[src/rtl/irq_pkg.sv]
package irq_pkg;

    localparam int NUM_EV   = 7;
    localparam int REG_W    = 16;
    localparam int FLAG_LSB = 8;

    typedef logic [NUM_EV-1:0] ev_vec_t;

    // Register image: reserved, flags, reserved, enables (enable i sits 8 below flag i)
    typedef struct packed {
        logic    rsv_hi;
        ev_vec_t pend;
        logic    rsv_lo;
        ev_vec_t en;
    } status_word_t;

    typedef struct packed {
        logic rd_hit;
        logic wr_hit;
        logic rd_miss;
    } acc_t;

    function automatic status_word_t pack_word(ev_vec_t pend, ev_vec_t en);
        status_word_t w;
        w.rsv_hi = 1'b0;
        w.pend   = pend;
        w.rsv_lo = 1'b0;
        w.en     = en;
        return w;
    endfunction

endpackage

[src/rtl/irq_addr_dec.sv]
module irq_addr_dec
    import irq_pkg::*;
#(
    parameter int              ADDR_W   = 5,
    parameter logic [ADDR_W-1:0] REG_ADDR = 5'h12
) (
    input  logic [ADDR_W-1:0] addr,
    input  logic              rd,
    input  logic              wr,
    output acc_t              acc
);
    logic match;

    always_comb begin
        match       = (addr == REG_ADDR);
        acc.rd_hit  = rd & match;
        acc.wr_hit  = wr & match;
        acc.rd_miss = rd & ~match;
    end

endmodule

[src/rtl/irq_pending_bank.sv]
module irq_pending_bank
    import irq_pkg::*;
(
    input  logic    clk,
    input  logic    rst,
    input  ev_vec_t ev,
    input  logic    clr,
    output ev_vec_t pend
);
    for (genvar g = 0; g < NUM_EV; g++) begin : g_flag
        always_ff @(posedge clk) begin
            if (rst)
                pend[g] <= 1'b0;
            else if (clr)
                pend[g] <= ev[g];
            else if (ev[g])
                pend[g] <= 1'b1;
        end
    end

    // any event is pending in the following cycle
    a_r2_event_latches: assert property (@(posedge clk) disable iff (rst)
        (|ev) |=> ((pend & $past(ev)) == $past(ev)));

    // after a clear only the same-cycle events remain
    a_r4_clear_keeps_new: assert property (@(posedge clk) disable iff (rst)
        clr |=> (pend == $past(ev)));

    // without a clear no flag is lost
    a_r8_flags_sticky: assert property (@(posedge clk) disable iff (rst)
        !clr |=> ((pend & $past(pend)) == $past(pend)));

endmodule

[src/rtl/irq_enable_reg.sv]
module irq_enable_reg
    import irq_pkg::*;
(
    input  logic    clk,
    input  logic    rst,
    input  logic    load,
    input  ev_vec_t din,
    output ev_vec_t en
);
    always_ff @(posedge clk) begin
        if (rst)
            en <= '0;
        else if (load)
            en <= din;
    end

    // a write updates the enables
    a_r6_write_loads: assert property (@(posedge clk) disable iff (rst)
        load |=> (en == $past(din)));

    // enables only change on a decoded write
    a_r8_enable_hold: assert property (@(posedge clk) disable iff (rst)
        !load |=> $stable(en));

endmodule

[src/rtl/evt_irq_status.sv]
module evt_irq_status
    import irq_pkg::*;
#(
    parameter int                ADDR_W   = 5,
    parameter logic [ADDR_W-1:0] REG_ADDR = 5'h12
) (
    input  logic              clk,
    input  logic              rst,
    input  logic [ADDR_W-1:0] reg_addr,
    input  logic [REG_W-1:0]  reg_wdata,
    input  logic              reg_wr,
    input  logic              reg_rd,
    output logic [REG_W-1:0]  reg_rdata,
    input  logic [NUM_EV-1:0] ev_pulse,
    input  logic              glb_irq_en,
    output logic              irq
);
    acc_t         acc;
    ev_vec_t      pend;
    ev_vec_t      en;
    status_word_t word;
    logic         unused_wbits;

    assign unused_wbits = ^reg_wdata[REG_W-1:NUM_EV];

    irq_addr_dec #(.ADDR_W(ADDR_W), .REG_ADDR(REG_ADDR)) u_dec (
        .addr (reg_addr),
        .rd   (reg_rd),
        .wr   (reg_wr),
        .acc  (acc)
    );

    irq_pending_bank u_pend (
        .clk  (clk),
        .rst  (rst),
        .ev   (ev_pulse),
        .clr  (acc.rd_hit),
        .pend (pend)
    );

    irq_enable_reg u_en (
        .clk  (clk),
        .rst  (rst),
        .load (acc.wr_hit),
        .din  (reg_wdata[NUM_EV-1:0]),
        .en   (en)
    );

    always_comb begin
        word      = pack_word(pend, en);
        reg_rdata = acc.rd_hit ? REG_W'(word) : '0;
        irq       = glb_irq_en & (|(pend & en));
    end

    // reserved positions never read as 1
    a_r3_reserved_zero: assert property (@(posedge clk) disable iff (rst)
        (reg_rdata[REG_W-1] == 1'b0) && (reg_rdata[FLAG_LSB-1] == 1'b0));

    // no interrupt without the global enable
    a_r7_global_gate: assert property (@(posedge clk) disable iff (rst)
        irq |-> glb_irq_en);

    // reads elsewhere return zero
    a_r8_miss_reads_zero: assert property (@(posedge clk) disable iff (rst)
        acc.rd_miss |-> (reg_rdata == '0));

    // clearing read with no new event drops the request
    a_r9_irq_drops: assert property (@(posedge clk) disable iff (rst)
        (acc.rd_hit && ev_pulse == '0) |=> !irq);

endmodule

[config.mk]
export PLATFORM = sky130hd
export DESIGN_NAME = evt_irq_status
export DESIGN_NICKNAME = d
export VERILOG_FILES = /design/src/rtl/irq_pkg.sv /design/src/rtl/irq_addr_dec.sv /design/src/rtl/irq_pending_bank.sv /design/src/rtl/irq_enable_reg.sv /design/src/rtl/evt_irq_status.sv
export SDC_FILE = /design/constraint.sdc
export NUM_CORES = 1
export LEC_CHECK = 0
export BUFFER_PORTS_ARGS = -buffer_cell sky130_fd_sc_hd__buf_4
export CORE_UTILIZATION = 31
export DETAILED_ROUTE_END_ITERATION = 6
export PLACE_DENSITY_LB_ADDON = 0.15
export SETUP_SLACK_MARGIN = 0.05
export SLEW_MARGIN = 20
export SYNTH_ARGS = -nofsm -noshare
export SYNTH_HDL_FRONTEND = slang
export SYNTH_SLANG_ARGS = --single-unit
[constraint.sdc]
create_clock -name clk -period 1.43 [get_ports clk]
set_clock_uncertainty 0.1 [all_clocks]
set_input_delay 0.0715 -clock clk [delete_from_list [all_inputs] [get_ports clk]]
set_output_delay 0.0715 -clock clk [all_outputs]
set_load 0.05 [all_outputs]
==> results by group <==
Finish
  – Final instance area: 1420 sq um
  – Layout overhead on the synthesized area: 78.5%
  – Most common cell after layout, fill and taps aside: sky130_fd_sc_hd__buf_4
  – Layout cells sized above 1: 0.413
  – Post-Layout Cell Count: 171
  – Top library cells by usage in the layout, fill and taps aside: sky130_fd_sc_hd__buf_4 (30), sky130_fd_sc_hd__nand2b_1 (21), sky130_fd_sc_hd__dlygate4sd3_1 (14)
  – Number of inserted filler cells in the final layout: 210
  – Number of diodes: 0
  – Nets: 177

Floorplanning
  – Die X-Extent: 52.6 um
  – Die Footprint: 2770 sq um
  – Number of cell rows: 17
  – Height of the die: 52.6 um
  – Starting density of the core: 0.342
  – Num ports: 50
  – Core region area: 2320 sq um

STA
  – Crit path time final: 1500 ps
  – Fin worst setup slack: -72.1 ps
  – Number of failing setup endpoints in the final timing report: 1
  – Fin. max-slew vios: 0
  – Number of endpoints with negative hold slack in the final report: 0
  – Highest attainable clock frequency: 666 MHz
  – Unrepaired setup endpoints after global routing: yes
  – Hold slack final: 47.0 ps
  – Final cycle utilization of the critical path: 1.05

GRT
  – Global-route wire length before repair: 2870 um
  – Maximum number of pins on one net before global-route repair: 29
  – Via count of the first global-routing pass: 708
  – GR Util All Layers: 0.144
  – Global-route congestion overflow total: 0
  – Initial antenna violation count: 0

Critical path
  – CP max FO: 2
  – Worst path required time: 1260 ps
  – Type of element capturing the critical path: primary output
  – Worst Path Arrival: 1330 ps
  – Register-to-register path setup slack: 650 ps
  – Kind of start point of the critical path: flop
  – Worst setup path class: reg -> out

Placed design
  – Estimated wirelength of the detail-placed design: 1220 um
  – Port Buffers: 38
  – Post-placement cell count: 148
  – Placed cell areas: 1090 sq um
  – GPL Wtd Cong: 0.675
  – Worst setup slack before clock tree synthesis: 92.6 ps

Job
  – Maximum Capacitance Violations: 0

Clocking
  – Clock-pin slew of the registers on the worst-case setup and hold paths: 80 ps
  – Clock insertion delay at the later pin of the skew report: 270 ps
  – Number of sinks on the clock net: 14
  – Worst-case clock buffer depth: 2
  – Maximum level of the CTS H-tree: 1
  – Library cell used as clock root buffer: sky130_fd_sc_hd__clkbuf_4
  – CTS tree: yes
  – CTS buffer count: 3

Logic synthesis
  – Number of unique standard cell types used by synthesis: 16
  – Instance count of the mapped netlist: 87
  – Flops & latches, synth: 14
  – Register area share after synthesis: 0.353
  – Warnings from Yosys: 0
  – Mapped Area: 793 sq um
  – Syn Area/Cell: 9.12 sq um

Routing
  – Average routed wire per standard cell: 11.6 um
  – Starting DRC count in detailed routing: 7
  – Detailed-router iteration count before antenna repair: 4
  – Count of unresolved DRC violations after routing: 0
  – Antenna violation net count after detailed routing: 0
  – Post-detailed-routing wire length: 1980 um
  – Detailed-route via count: 789
  – Vias per inst: 4.61

Status
  – Status: complete, but fails checks
  – Violated checks: setup timing

Power and ir drop
  – Worst vdd ir: 0.453 mV
  – Leakage power summed over all cells: 0.000628 uW
  – Total power density per cell area: 617 nW/um^2

Hold path
  – Worst min path class: in -> reg
## metal layers
layer  wire length [um]  up-vias  global-route usage
li1                   -      391                   -
met1                851      364               0.154
met2                997       30               0.268
met3                109        4              0.0290
met4                 23        0              0.0658
met5                  0        -                   0
## worst paths after layout
kind,startpoint,endpoint,cells past startpoint
max reg2reg,u_en.en[1],u_en.en[1],3
min reg2reg,u_pend.pend[3],u_pend.pend[3],2
max,u_pend.pend[1],irq,3
min,rst,u_pend.pend[1],2
## Yosys cell counts
cell | count | area [sq um]
sky130_fd_sc_hd__a222oi_1 | 1 | 10.0
sky130_fd_sc_hd__a22oi_1 | 2 | 15.0
sky130_fd_sc_hd__a31oi_1 | 1 | 6.26
sky130_fd_sc_hd__and2_1 | 14 | 87.6
sky130_fd_sc_hd__buf_4 | 3 | 22.5
sky130_fd_sc_hd__buf_6 | 2 | 22.5
sky130_fd_sc_hd__clkbuf_1 | 3 | 11.3
sky130_fd_sc_hd__conb_1 | 1 | 3.75
sky130_fd_sc_hd__dfxtp_1 | 14 | 280
sky130_fd_sc_hd__inv_1 | 8 | 30.0
sky130_fd_sc_hd__mux2i_1 | 7 | 70.1
sky130_fd_sc_hd__nand2b_1 | 21 | 131
sky130_fd_sc_hd__nand4bb_4 | 1 | 27.5
sky130_fd_sc_hd__nor3b_2 | 1 | 12.5
sky130_fd_sc_hd__nor3b_4 | 1 | 18.8
sky130_fd_sc_hd__o22ai_1 | 7 | 43.8
## area by class of cell
class | instances | area [sq um] | area share
inverters | 8 | 30.0 | 0.0212
flip-flops and latches | 14 | 283 | 0.200
well taps | 28 | 35.0 | 0.0247
clock buffers | 4 | 36.3 | 0.0256
multi-input cells | 58 | 447 | 0.315
repair buffers | 59 | 586 | 0.413
## kinds of logic (layout without fill, tap and decap cells)
logic type,count (synthesis),count (layout),share of synthesized area
buffers and inverters,16,71,0.109
other,1,2,0.00473
muxes,7,7,0.0883
and+or+nand+nor,38,38,0.350
AOI/OAI and AO/OA,11,11,0.0946
DFF,14,14,0.353
## metrics by stage
step,setup TNS [ps],power (uW),util
after floorplan,0,502,-
after global placement,0,557,0.472
after detailed placement,0,560,0.472
after CTS,-105,878,0.557
after global routing,-156,918,0.611
final,-72.1,874,0.611
## critical path, stage by stage (launching register included)
cell and delay, ps:
sky130_fd_sc_hd__dfxtp_2 330, sky130_fd_sc_hd__a222oi_1 400, sky130_fd_sc_hd__a31oi_2 150, sky130_fd_sc_hd__buf_6 180
## registers in the layout, indices dropped and copies added (netlist names)
signal       cells
u_en.en          7
u_pend.pend      7
## timing repair
item                                    4_1_cts  5_1_grt
hold buffers                                 14        0
endpoints found under the setup margin        1        2
hold endpoints to repair                     14        0
resized for setup                             3       19
pin swaps                                     2        4
cloned                                        0        2
buffers inserted                              2        1
## power breakdown
group	total, uW	internal (uW)	leakage (uW)	switching, uW
Sequential	425	410	0.000116	14.3
Combinational	169	106	0.000491	62.5
Clock	281	155	0.0000210	126
Total	874	671	0.000628	202
No activity file was read; power rests on OpenSTA's default activity.
